## src/rtl/tsr_pkg.sv

```systemverilog
package tsr_pkg;
   localparam int NUM_CTRL = 2;

   typedef enum logic {
      CTRL_EVEN = 1'b0,
      CTRL_ODD  = 1'b1
   } ctrl_e;
endpackage

```

## src/rtl/tsr_table.sv

```systemverilog
module tsr_table #(
   parameter int DEPTH   = 64,
   parameter int ENTRY_W = 15,
   localparam int ADDR_W = $clog2(DEPTH)
) (
   input  logic               clk,
   input  logic               rst_n,
   input  logic               we,
   input  logic [ADDR_W-1:0]  waddr,
   input  logic [ENTRY_W-1:0] wdata,
   input  logic [ADDR_W-1:0]  raddr,
   output logic [ENTRY_W-1:0] rdata
);
   logic [ENTRY_W-1:0] mem [DEPTH];

   if (DEPTH < 2) begin : g_bad_depth
      $error("tsr_table: DEPTH must be at least 2");
   end

   // the read returns contents before any same-cycle write lands
   assign rdata = mem[raddr];

   always_ff @(posedge clk or negedge rst_n) begin
      if (!rst_n) begin
         for (int i = 0; i < DEPTH; i++) mem[i] <= '0;
      end else if (we) begin
         mem[waddr] <= wdata;
      end
   end

   AST_WRITE_LANDS: assert property (@(posedge clk) disable iff (!rst_n)
      we |=> mem[$past(waddr)] == $past(wdata));
endmodule

```

## src/rtl/tsr_walker.sv

```systemverilog
module tsr_walker #(
   parameter int DEPTH = 64,
   parameter int START = 0,
   localparam int ADDR_W = $clog2(DEPTH)
) (
   input  logic              clk,
   input  logic              rst_n,
   input  logic              sync,
   input  logic              step,
   input  logic              wrap,
   output logic [ADDR_W-1:0] cur_ptr
);
   localparam logic [ADDR_W-1:0] START_A = ADDR_W'(START);
   localparam logic [ADDR_W-1:0] LAST_A  = ADDR_W'(DEPTH - 1);

   logic [ADDR_W-1:0] ptr_q;
   logic [ADDR_W-1:0] inc_ptr;

   if (START >= DEPTH) begin : g_bad_start
      $error("tsr_walker: START outside table");
   end

   assign cur_ptr = sync ? START_A : ptr_q;
   assign inc_ptr = (cur_ptr == LAST_A) ? '0 : cur_ptr + 1'b1;

   always_ff @(posedge clk or negedge rst_n) begin
      if (!rst_n) begin
         ptr_q <= START_A;
      end else if (step) begin
         ptr_q <= wrap ? START_A : inc_ptr;
      end else if (sync) begin
         ptr_q <= START_A;
      end
   end

   AST_WRAP_RETURN: assert property (@(posedge clk) disable iff (!rst_n)
      step && wrap |=> ptr_q == START_A);
   AST_STEP_ADVANCE: assert property (@(posedge clk) disable iff (!rst_n)
      step && !wrap && cur_ptr != LAST_A |=> ptr_q == $past(cur_ptr) + 1'b1);
   AST_IDLE_HOLD: assert property (@(posedge clk) disable iff (!rst_n)
      !step && !sync |=> $stable(ptr_q));
   AST_SYNC_START: assert property (@(posedge clk) disable iff (!rst_n)
      sync && !step |=> ptr_q == START_A);
endmodule

```

## src/rtl/tsr_collide.sv

```systemverilog
module tsr_collide #(
   parameter int CHAN_W = 5,
   localparam int CHANS = 1 << CHAN_W
) (
   input  logic              clk,
   input  logic              rst_n,
   input  logic              hit,
   input  logic              ctrl,
   input  logic [CHAN_W-1:0] chan,
   input  logic              clr,
   output logic              flag
);
   import tsr_pkg::*;

   logic [NUM_CTRL-1:0][CHANS-1:0] owned;

   for (genvar g = 0; g < NUM_CTRL; g++) begin : g_owner
      logic [CHANS-1:0] bits_q;
      always_ff @(posedge clk or negedge rst_n) begin
         if (!rst_n) begin
            bits_q <= '0;
         end else if (clr) begin
            bits_q <= '0;
         end else if (hit && ctrl == g[0]) begin
            bits_q[chan] <= 1'b1;
         end
      end
      assign owned[g] = bits_q;
   end

   logic other_owns;
   assign other_owns = owned[~ctrl][chan];

   always_ff @(posedge clk or negedge rst_n) begin
      if (!rst_n) begin
         flag <= 1'b0;
      end else if (clr) begin
         flag <= 1'b0;
      end else if (hit && other_owns) begin
         flag <= 1'b1;
      end
   end

   AST_COLL_STICKY: assert property (@(posedge clk) disable iff (!rst_n)
      flag && !clr |=> flag);
   AST_COLL_CLEAR: assert property (@(posedge clk) disable iff (!rst_n)
      clr |=> !flag);
endmodule

```

## src/rtl/tdm_slot_router.sv

```systemverilog
module tdm_slot_router #(
   parameter int NUM_ENTRIES     = 64,
   parameter int DATA_W          = 8,
   parameter int CHAN_W          = 5,
   parameter int SLOTS_PER_FRAME = 64,
   parameter int START_EVEN      = 0,
   parameter int START_ODD       = 16,
   parameter bit SPLIT_BY_PARITY = 1'b1,
   localparam int ADDR_W  = $clog2(NUM_ENTRIES),
   localparam int ENTRY_W = 2 + DATA_W + CHAN_W
) (
   input  logic               clk,
   input  logic               rst_n,
   input  logic               rx_valid,
   input  logic               frame_sync,
   input  logic [DATA_W-1:0]  rx_byte,
   input  logic               cfg_we,
   input  logic [ADDR_W-1:0]  cfg_addr,
   input  logic [ENTRY_W-1:0] cfg_wdata,
   input  logic               coll_clr,
   output logic               out_valid,
   output logic               out_ctrl,
   output logic [CHAN_W-1:0]  out_chan,
   output logic [DATA_W-1:0]  out_byte,
   output logic               collision
);
   import tsr_pkg::*;

   localparam int SLOT_W    = $clog2(SLOTS_PER_FRAME);
   localparam int MASK_LSB  = CHAN_W;
   localparam int WRAP_BIT  = CHAN_W + DATA_W;
   localparam int VALID_BIT = WRAP_BIT + 1;
   localparam logic [SLOT_W-1:0] LAST_SLOT = SLOT_W'(SLOTS_PER_FRAME - 1);

   if (SLOTS_PER_FRAME < 2 || (1 << SLOT_W) != SLOTS_PER_FRAME) begin : g_bad_slots
      $error("tdm_slot_router: SLOTS_PER_FRAME must be a power of two");
   end
   if (START_EVEN == START_ODD) begin : g_bad_starts
      $error("tdm_slot_router: controllers need distinct start entries");
   end

   // slot numbering
   logic              sync;
   logic [SLOT_W-1:0] slot_q;
   logic [SLOT_W-1:0] cur_slot;
   ctrl_e             ctrl;

   assign sync     = rx_valid & frame_sync;
   assign cur_slot = sync ? '0 : slot_q;

   if (SPLIT_BY_PARITY) begin : g_split
      assign ctrl = ctrl_e'(cur_slot[0]);
   end else begin : g_single
      assign ctrl = CTRL_EVEN;
   end

   always_ff @(posedge clk or negedge rst_n) begin
      if (!rst_n) begin
         slot_q <= '0;
      end else if (rx_valid) begin
         slot_q <= (cur_slot == LAST_SLOT) ? '0 : cur_slot + 1'b1;
      end else if (frame_sync) begin
         slot_q <= slot_q;
      end
   end

   // table and per-controller pointers
   logic [ENTRY_W-1:0] entry;
   logic [ADDR_W-1:0]  cur_ptr [NUM_CTRL];
   logic               ent_valid;
   logic               ent_wrap;
   logic [DATA_W-1:0]  ent_mask;
   logic [CHAN_W-1:0]  ent_chan;

   assign ent_valid = entry[VALID_BIT];
   assign ent_wrap  = entry[WRAP_BIT];
   assign ent_mask  = entry[MASK_LSB +: DATA_W];
   assign ent_chan  = entry[CHAN_W-1:0];

   tsr_table #(
      .DEPTH   (NUM_ENTRIES),
      .ENTRY_W (ENTRY_W)
   ) i_table (
      .clk   (clk),
      .rst_n (rst_n),
      .we    (cfg_we),
      .waddr (cfg_addr),
      .wdata (cfg_wdata),
      .raddr (cur_ptr[ctrl]),
      .rdata (entry)
   );

   for (genvar g = 0; g < NUM_CTRL; g++) begin : g_walk
      logic step;
      assign step = rx_valid && (ctrl == ctrl_e'(g));
      tsr_walker #(
         .DEPTH (NUM_ENTRIES),
         .START ((g == 0) ? START_EVEN : START_ODD)
      ) i_walker (
         .clk     (clk),
         .rst_n   (rst_n),
         .sync    (sync),
         .step    (step),
         .wrap    (ent_wrap),
         .cur_ptr (cur_ptr[g])
      );
   end

   // ownership tracking
   logic accept;
   assign accept = rx_valid && ent_valid;

   tsr_collide #(
      .CHAN_W (CHAN_W)
   ) i_collide (
      .clk   (clk),
      .rst_n (rst_n),
      .hit   (accept),
      .ctrl  (ctrl),
      .chan  (ent_chan),
      .clr   (coll_clr),
      .flag  (collision)
   );

   // output stage
   always_ff @(posedge clk or negedge rst_n) begin
      if (!rst_n) begin
         out_valid <= 1'b0;
         out_ctrl  <= 1'b0;
         out_chan  <= '0;
         out_byte  <= '0;
      end else begin
         out_valid <= accept;
         if (accept) begin
            out_ctrl <= ctrl;
            out_chan <= ent_chan;
            out_byte <= rx_byte & ent_mask;
         end
      end
   end

   AST_OUT_FROM_INPUT: assert property (@(posedge clk) disable iff (!rst_n)
      $rose(out_valid) |-> $past(rx_valid));
   AST_OUT_MASKED: assert property (@(posedge clk) disable iff (!rst_n)
      accept |=> (out_byte & ~$past(ent_mask)) == '0);
   AST_DROP_INVALID: assert property (@(posedge clk) disable iff (!rst_n)
      rx_valid && !ent_valid |=> !out_valid);
   AST_SYNC_EVEN: assert property (@(posedge clk) disable iff (!rst_n)
      sync && ent_valid |=> out_ctrl == 1'b0);
endmodule

```

## config.mk

```make
export PLATFORM = sky130hd
export DESIGN_NAME = tdm_slot_router
export DESIGN_NICKNAME = d
export VERILOG_FILES = /design/src/rtl/tsr_pkg.sv /design/src/rtl/tsr_table.sv /design/src/rtl/tsr_walker.sv /design/src/rtl/tsr_collide.sv /design/src/rtl/tdm_slot_router.sv
export SDC_FILE = /design/constraint.sdc
export NUM_CORES = 2
export LEC_CHECK = 0
export ABC_CLOCK_PERIOD_IN_PS = 4100
export BUFFER_PORTS_ARGS = -buffer_cell sky130_fd_sc_hd__clkbuf_2
export CAP_MARGIN = 0
export CORE_MARGIN = 5
export CORE_UTILIZATION = 60
export CTS_CLUSTER_SIZE = 16
export DETAILED_ROUTE_END_ITERATION = 10
export PLACE_DENSITY_LB_ADDON = 0.12
export SYNTH_ARGS = -nofsm -noshare
export SYNTH_HDL_FRONTEND = slang
export SYNTH_SLANG_ARGS = --single-unit
```

## constraint.sdc

```tcl
create_clock -name clk -period 4.1 [get_ports clk]
set_input_delay 0.41 -clock clk [delete_from_list [all_inputs] [get_ports clk]]
set_output_delay 0.41 -clock clk [all_outputs]
set_load 0.1 [all_outputs]
```

* Word level (Yosys, flattened, before mapping)
Cells that the tools add are included.
Operators by class: reduce and logical (&&, ||, !) cells 11, $add $sub $neg 3, magnitude comparators 7, eq/ne operators 3, mux-type cells 31, bitwise gates (word level) 8
Operators with widths (count):
- bitwise mux 960 bit | 1
- two-way mux 32 bit | 6
- binary-select mux 15 bit (select 6 bit) | 1
- demux 15 bit (select 6 bit) | 1
- two-way mux 6 bit | 13
- bitwise OR 32 bit | 2
- two-way mux 15 bit | 3
- adder 6 x 1 -> 6 bit (second input constant) | 3
- equality test 6 bit (second input constant) | 3
- >= comparator 7 bit (second input constant) | 2
- NOT 6 -> 7 bit | 2
- bitwise AND 8 bit | 1
- logical AND 1 bit | 8
- less-than comparator 7 x 1 -> 1 bit (second input constant) | 1
- less-than comparator 5 x 6 -> 1 bit (second input constant) | 1
- nonzero test 2 bit | 3
- binary-select mux 1 bit (select 5 bit) | 1
- demux 1 bit (select 5 bit) | 1
- >= comparator 5 x 1 -> 1 bit (second input constant) | 1
- two-way mux 1 bit | 4
- >= comparator 2 bit (second input constant) | 1
- less-than comparator 1 x 2 -> 1 bit (second input constant) | 1
- NOT 1 -> 2 bit | 1
- bitwise AND 1 bit | 1
- NOT 1 bit | 1
Storage, ports and cells: output and inout bits 16, input bits 35, bits in registers 1058, word-level logic and storage cells 137

* Depth between registers and ports, before layout
word-level depth 17, depth in mapped cells 19, depth with buffers taken out 11

* Cells and area by module
Synthesis repeated with hierarchy kept, for this count alone.
Unflattened totals: cells, all modules 3218, area, all modules 48607.9 sq um
Modules (own cells, without submodules):
- tsr_table | seq. area each 24023.0 sq um, instances 1, area an instance 43782.0 sq um, cells an instance 2744
- tsr_collide | seq. area each 1626.6 sq um, instances 1, area an instance 2992.9 sq um, cells an instance 300
- tdm_slot_router | seq. area each 525.5 sq um, instances 1, area an instance 1041.0 sq um, cells an instance 97
- tsr_walker at g_walk[0].i_walker | seq. area each 150.1 sq um, instances 1, area an instance 399.1 sq um, cells an instance 39
- tsr_walker at g_walk[1].i_walker | seq. area each 151.4 sq um, instances 1, area an instance 392.9 sq um, cells an instance 38

* Least setup slack after synthesis
OpenSTA, ideal clock, no wires.
kind register to register, start point reg slot_q[0], end point reg i_collide.flag, library setup time 0.137 ns, data arrival time 3.354 ns, clock period less this slack 3.490 ns, slack 0.610 ns, data required time 3.963 ns, stages on the path, launching flop included 16, path buffers 4, cells stage by stage dfrtp_1 -> buf_6 -> mux2_4 -> nand2_2 -> buf_4 -> buf_4 -> buf_4 -> mux2i_1 -> o22ai_1 -> or4_1 -> and4_1 -> a211oi_4 -> a41o_1 -> a211oi_1 -> o22ai_1 -> o32ai_2
On the way: word-level cells in the longest chain between the ends 13, elaborated cells on any way between the ends 16, those cells by class 11 x mux; 2 x bitwise; 3 x reduce/logical
RTL lines:
- start: declaration | line tdm_slot_router.sv:44 | logic [SLOT_W-1:0] slot_q;
- start signal: assignment | line tdm_slot_router.sv:61 | slot_q <= (cur_slot == LAST_SLOT) ? '0 : cur_slot + 1'b1;
- start signal: assignment | line tdm_slot_router.sv:63 | slot_q <= slot_q;
- two-way mux 6 bit * | line tdm_slot_router.sv:49 | assign cur_slot = sync ? '0 : slot_q;
- NOT 1 -> 2 bit (not written as such) | line tdm_slot_router.sv:89 | .raddr (cur_ptr[ctrl]),
- two-way mux 6 bit (not written as such) (3 in series) | line tdm_slot_router.sv:89
- NOT 6 -> 7 bit (not written as such) | line tsr_table.sv:21 | assign rdata = mem[raddr];
- binary-select mux 15 bit (select 6 bit) | line tsr_table.sv:21
- two-way mux 15 bit (not written as such) (2 in series) | line tsr_table.sv:21
- binary-select mux 1 bit (select 5 bit) | line tsr_collide.sv:32 | assign other_owns = owned[~ctrl][chan];
- two-way mux 1 bit (not written as such) | line tsr_collide.sv:32
- logical AND 1 bit * | line tsr_collide.sv:39 | end else if (hit && other_owns) begin
- nonzero test 2 bit (no source line) *
- end signal: assignment | line tsr_collide.sv:36 | flag <= 1'b0;
- end signal: assignment | line tsr_collide.sv:38 | flag <= 1'b0;
- end signal: assignment | line tsr_collide.sv:40 | flag <= 1'b1;
- end: declaration | line tsr_collide.sv:11 | output logic flag
Mark *: on every way between the ends. The rest lies on a longest branch, timed or not. The select of a mux whose other input is x is not followed. A chain may end at the register's enable or synchronous reset.

* Final worst setup path
start point reg slot_q[0], end point reg i_collide.g_owner[1].bits_q[7]
On the way: word-level cells in the longest chain between the ends 16, elaborated cells on any way between the ends 20, those cells by class 2 x order compare; 11 x mux; 3 x bitwise; 4 x reduce/logical
RTL lines:
- two-way mux 6 bit * | line tdm_slot_router.sv:49
- NOT 1 -> 2 bit (not written as such) | line tdm_slot_router.sv:89
- two-way mux 6 bit (not written as such) (3 in series) | line tdm_slot_router.sv:89
- NOT 6 -> 7 bit (not written as such) | line tsr_table.sv:21
- binary-select mux 15 bit (select 6 bit) | line tsr_table.sv:21
- two-way mux 15 bit (not written as such) (2 in series) | line tsr_table.sv:21
- less-than comparator 5 x 6 -> 1 bit (not written as such) or >= comparator 5 x 1 -> 1 bit (tied branches) | line tsr_collide.sv:25 | bits_q[chan] <= 1'b1;
- logical AND 1 bit (not written as such) | line tsr_collide.sv:25
- two-way mux 1 bit (not written as such) | line tsr_collide.sv:25
- demux 1 bit (select 5 bit)
- bitwise OR 32 bit (no source line)
- two-way mux 32 bit | line tsr_collide.sv:24 | end else if (hit && ctrl == g[0]) begin
- two-way mux 32 bit | line tsr_collide.sv:22 | end else if (clr) begin
- end signal: assignment | line tsr_collide.sv:21 | bits_q <= '0;
- end signal: assignment | line tsr_collide.sv:23 | bits_q <= '0;
- end signal: indexed assignment | line tsr_collide.sv:25
- end: declaration | line tsr_collide.sv:18 | logic [CHANS-1:0] bits_q;
Marked as above.

==> results.json <==
{
  "outcome": "finished clean",
  "dp_hpwl_mm": 90.1,
  "layout-drive-gt1-share_pct": 34.0,
  "postRouteAntennaNets": 0,
  "cpPeakStageDelay_ns": 0.66,
  "io_buffers": 50,
  "synth_cells": 4434,
  "wl_per_cell_um": 25.6,
  "vias": 36600,
  "yosysSeqAreaShare_pct": 52.7,
  "clock.fmax_ghz": 0.249,
  "drt_pass1_iterations": 6,
  "die_area_sq_mm": 0.0896,
  "synth-seq-cells": 1058,
  "path_max_fanout": 58,
  "cpMostUsedCell": "buf_4",
  "clk_latency_ns": 0.69,
  "p_comb_share_pct": 24.9,
  "cts.htree.levels": 3,
  "pre_cts_slack_ns": -0.361,
  "worstMarginPinSlew_ns": 1.18,
  "clock-sinks": 1058,
  "pwr-share-seq_pct": 40.7,
  "skew_ns": 0.0418,
  "core_sq_mm": 0.0833,
  "placed_area_sq_mm": 0.0524,
  "syn_nets": 4472,
  "hp-class": "primary input to register",
  "cts_tree": "built",
  "switching_share_pct": 31.9,
  "clkPwrFrac_pct": 34.3,
  "start_util_pct": 60.3,
  "grt_pass1_vias": 36900,
  "boundaryPins": 51,
  "numCtsBuffers": 113,
  "utilization_pct": 67.9,
  "p_int_uw": 21000,
  "min_period_ns": 4.01,
  "max-vdd-ir-drop_mv": 0.496,
  "drc": 0,
  "grt_usage_pct": 32.1,
  "routed_wl_mm": 145,
  "routed_via_density": 6.47,
  "ys_warn_count": 0,
  "final_nets": 4517,
  "postLayoutCellArea_sq_mm": 0.0565,
  "slowest_stage": "o311ai_1",
  "die_h_um": 299,
  "slew_violations": 0,
  "clock_path_buffers": 3,
  "drt_iter0_markers": 3602,
  "fin_crit_sh_pct": 97.8,
  "grt_max_degree": 120,
  "clock_tree.root_cell": "clkbuf_16",
  "async_reset_ff_share_pct": 100,
  "crit_chain": "buf_12 -> mux2i_4 -> nor2_8 -> buf_4 -> buf_12 -> a311oi_1 -> o311ai_1 -> o311ai_2 -> buf_4 -> o311ai_4 -> buf_4 -> nor3_1 -> buf_4 -> and2_1 -> o21ba_2",
  "die_w_um": 299,
  "finalSetupTns_ns": 0,
  "yosysTopAreaCellShare_pct": 52.7,
  "powerDensity_mw_per_mm2": 545,
  "row_count": 106,
  "power_uw": 30800,
  "netlist_area_sq_mm": 0.0502,
  "cp.arrival_ns": 4.59,
  "clkTransAtPathRegs_ns": 0.06,
  "synth_cell_types": 86,
  "power.leakage_uw": 0.0261,
  "worstPathRequired_ns": 4.68,
  "syn_area_per_cell_sq_um": 11.3,
  "cp-start-kind": "register",
  "antenna_found_initial": 9,
  "setup_viol": 0,
  "synth_largest_area_cell": "dfrtp_1",
  "crit_buf_inv": 6,
  "rsz0062_at_grt": "false",
  "synth.area.top_cells": "dfrtp_1 53%, mux2_2 22%, nand2_1 5.9%",
  "end_kind": "register",
  "overflow": 0,
  "synth_ff_type": "dfrtp_1",
  "crit_type": "register to register",
  "synth-edff-count": 0,
  "cp_top_family": "compound AO/OA/AOI/OAI gates",
  "grt_first_pass_wirelength_mm": 225,
  "globalplace.congestion": 0.925,
  "timing.final.ws_setup_ns": 0.0895,
  "netSwitchingPower_uw": 9820,
  "maxSlewHeadroom_pct": 20.9,
  "hold_viol_final": 0,
  "maxCapViolCount": 0,
  "syn_to_final_growth_pct": 12.6
}
==> synth_stat cells (all sizes together), types with 21 or more instances <==
cell type,instances
o21ai,53
mux2,980
dfrtp,1057
nor3,21
a311oi,124
nand2,798
nand3,355
mux2i,87
buf,150
nor2,121
clkbuf,249
and3,62
a211oi,22
a21oi,84
o22ai,25
==> sequential cells by signal, indices dropped and copies added, names as in the netlist <==
| register | count |
|---|---|
| out_chan | 5 |
| out_valid | 1 |
| out_byte | 8 |
| i_table.mem | 960 |
| g_walk.i_walker.ptr_q | 12 |
| i_collide.g_owner.bits_q | 64 |
| i_collide.flag | 1 |
| out_ctrl | 1 |
| slot_q | 6 |
==> power by group through the flow <==
stage / Clock [uW] / Sequential [uW] / Combinational (uW)
floorplan: 0 / 13000 / 4550
global placement: 0 / 12700 / 7360
detailed placement: 0 / 12700 / 7470
CTS: 10700 / 12500 / 7510
global route: 11200 / 12700 / 8220
finish: 10600 / 12600 / 7690
==> layout by cell type, fill, tap and decap left out, drive strengths merged, types with 19 or more instances in the layout <==
cell type	count
a211oi	22
a21oi	84
a311oi	124
and2	19
and3	62
buf	270
clkbuf	219
clkinv	27
dfrtp	1057
inv	21
mux2	980
mux2i	87
nand2	799
nand3	355
nand4	19
nor2	122
nor3	21
o21ai	53
o22ai	25
==> repair_timing <==
| action | 4_1_cts | 5_1_grt |
|---|---|---|
| resized for setup | 2 | 12 |
| gates cloned | 0 | 3 |
| endpoints found under the setup margin | 64 | 56 |
| buffers inserted | 0 | 6 |
| hold buffers | 7 | 0 |
| hold endpoints to repair | 68 | 0 |
| pin swaps | 0 | 1 |
==> per-layer routing <==
layer	vias up	global-route usage [%]	wire, um
met4	6	10.4	5000
met2	1499	49.6	65700
met1	18900	46.7	62600
li1	15800	-	-
met5	-	0	28
met3	325	5.71	11700
==> worst paths after layout <==
path	startpoint	slack, ns	cells past startpoint	end
max reg2reg	slot_q[0]	0.09	15	i_collide.g_owner[1].bits_q[7]
min reg2reg	slot_q[4]	0.48	1	slot_q[4]
min	rx_byte[7]	0.03	3	out_byte[7]
max in group asynchronous	rst_n	2.50	3	i_table.mem[954]
max	slot_q[0]	0.09	15	i_collide.g_owner[1].bits_q[7]
min in group asynchronous	rst_n	0.38	2	i_table.mem[181]
==> stage by stage <==
step	std cells	hold WS (ns)
floorplan	4434	0.114
global placement	5428	0.469
detailed placement	5428	0.476
CTS	5644	0.00977
global route	5655	0.0367
finish	5659	0.0345
==> worst min-delay path: cells and delay by family <==
kind,cells,cell delay [ns]
AOI/OAI and AO/OA,2,0.16
buffers and inverters,1,0.10
==> logic make-up after synthesis <==
group	share of synthesized area, %
AO/OA/AOI/OAI	6.28
buffers and inverters	3.73
adder cells (fa/ha/maj)	0.0748
XOR/XNOR	0.0349
flip-flops	52.7
multiplexers	24.4
AND/OR/NAND/NOR	12.7
==> cell type report <==
| class | count | area, sq um |
|---|---|---|
| fill | 6243 | 26800 |
| sequential | 1058 | 26500 |
| multi-input combinational | 2960 | 22000 |
| clock buffer | 169 | 3420 |
| timing repair buffer | 327 | 2710 |
| tap | 1080 | 1350 |
| clock inverter | 40 | 482 |
| inverter | 19 | 71.3 |
| antenna | 6 | 15.0 |
(Power assumes the default switching activity.)
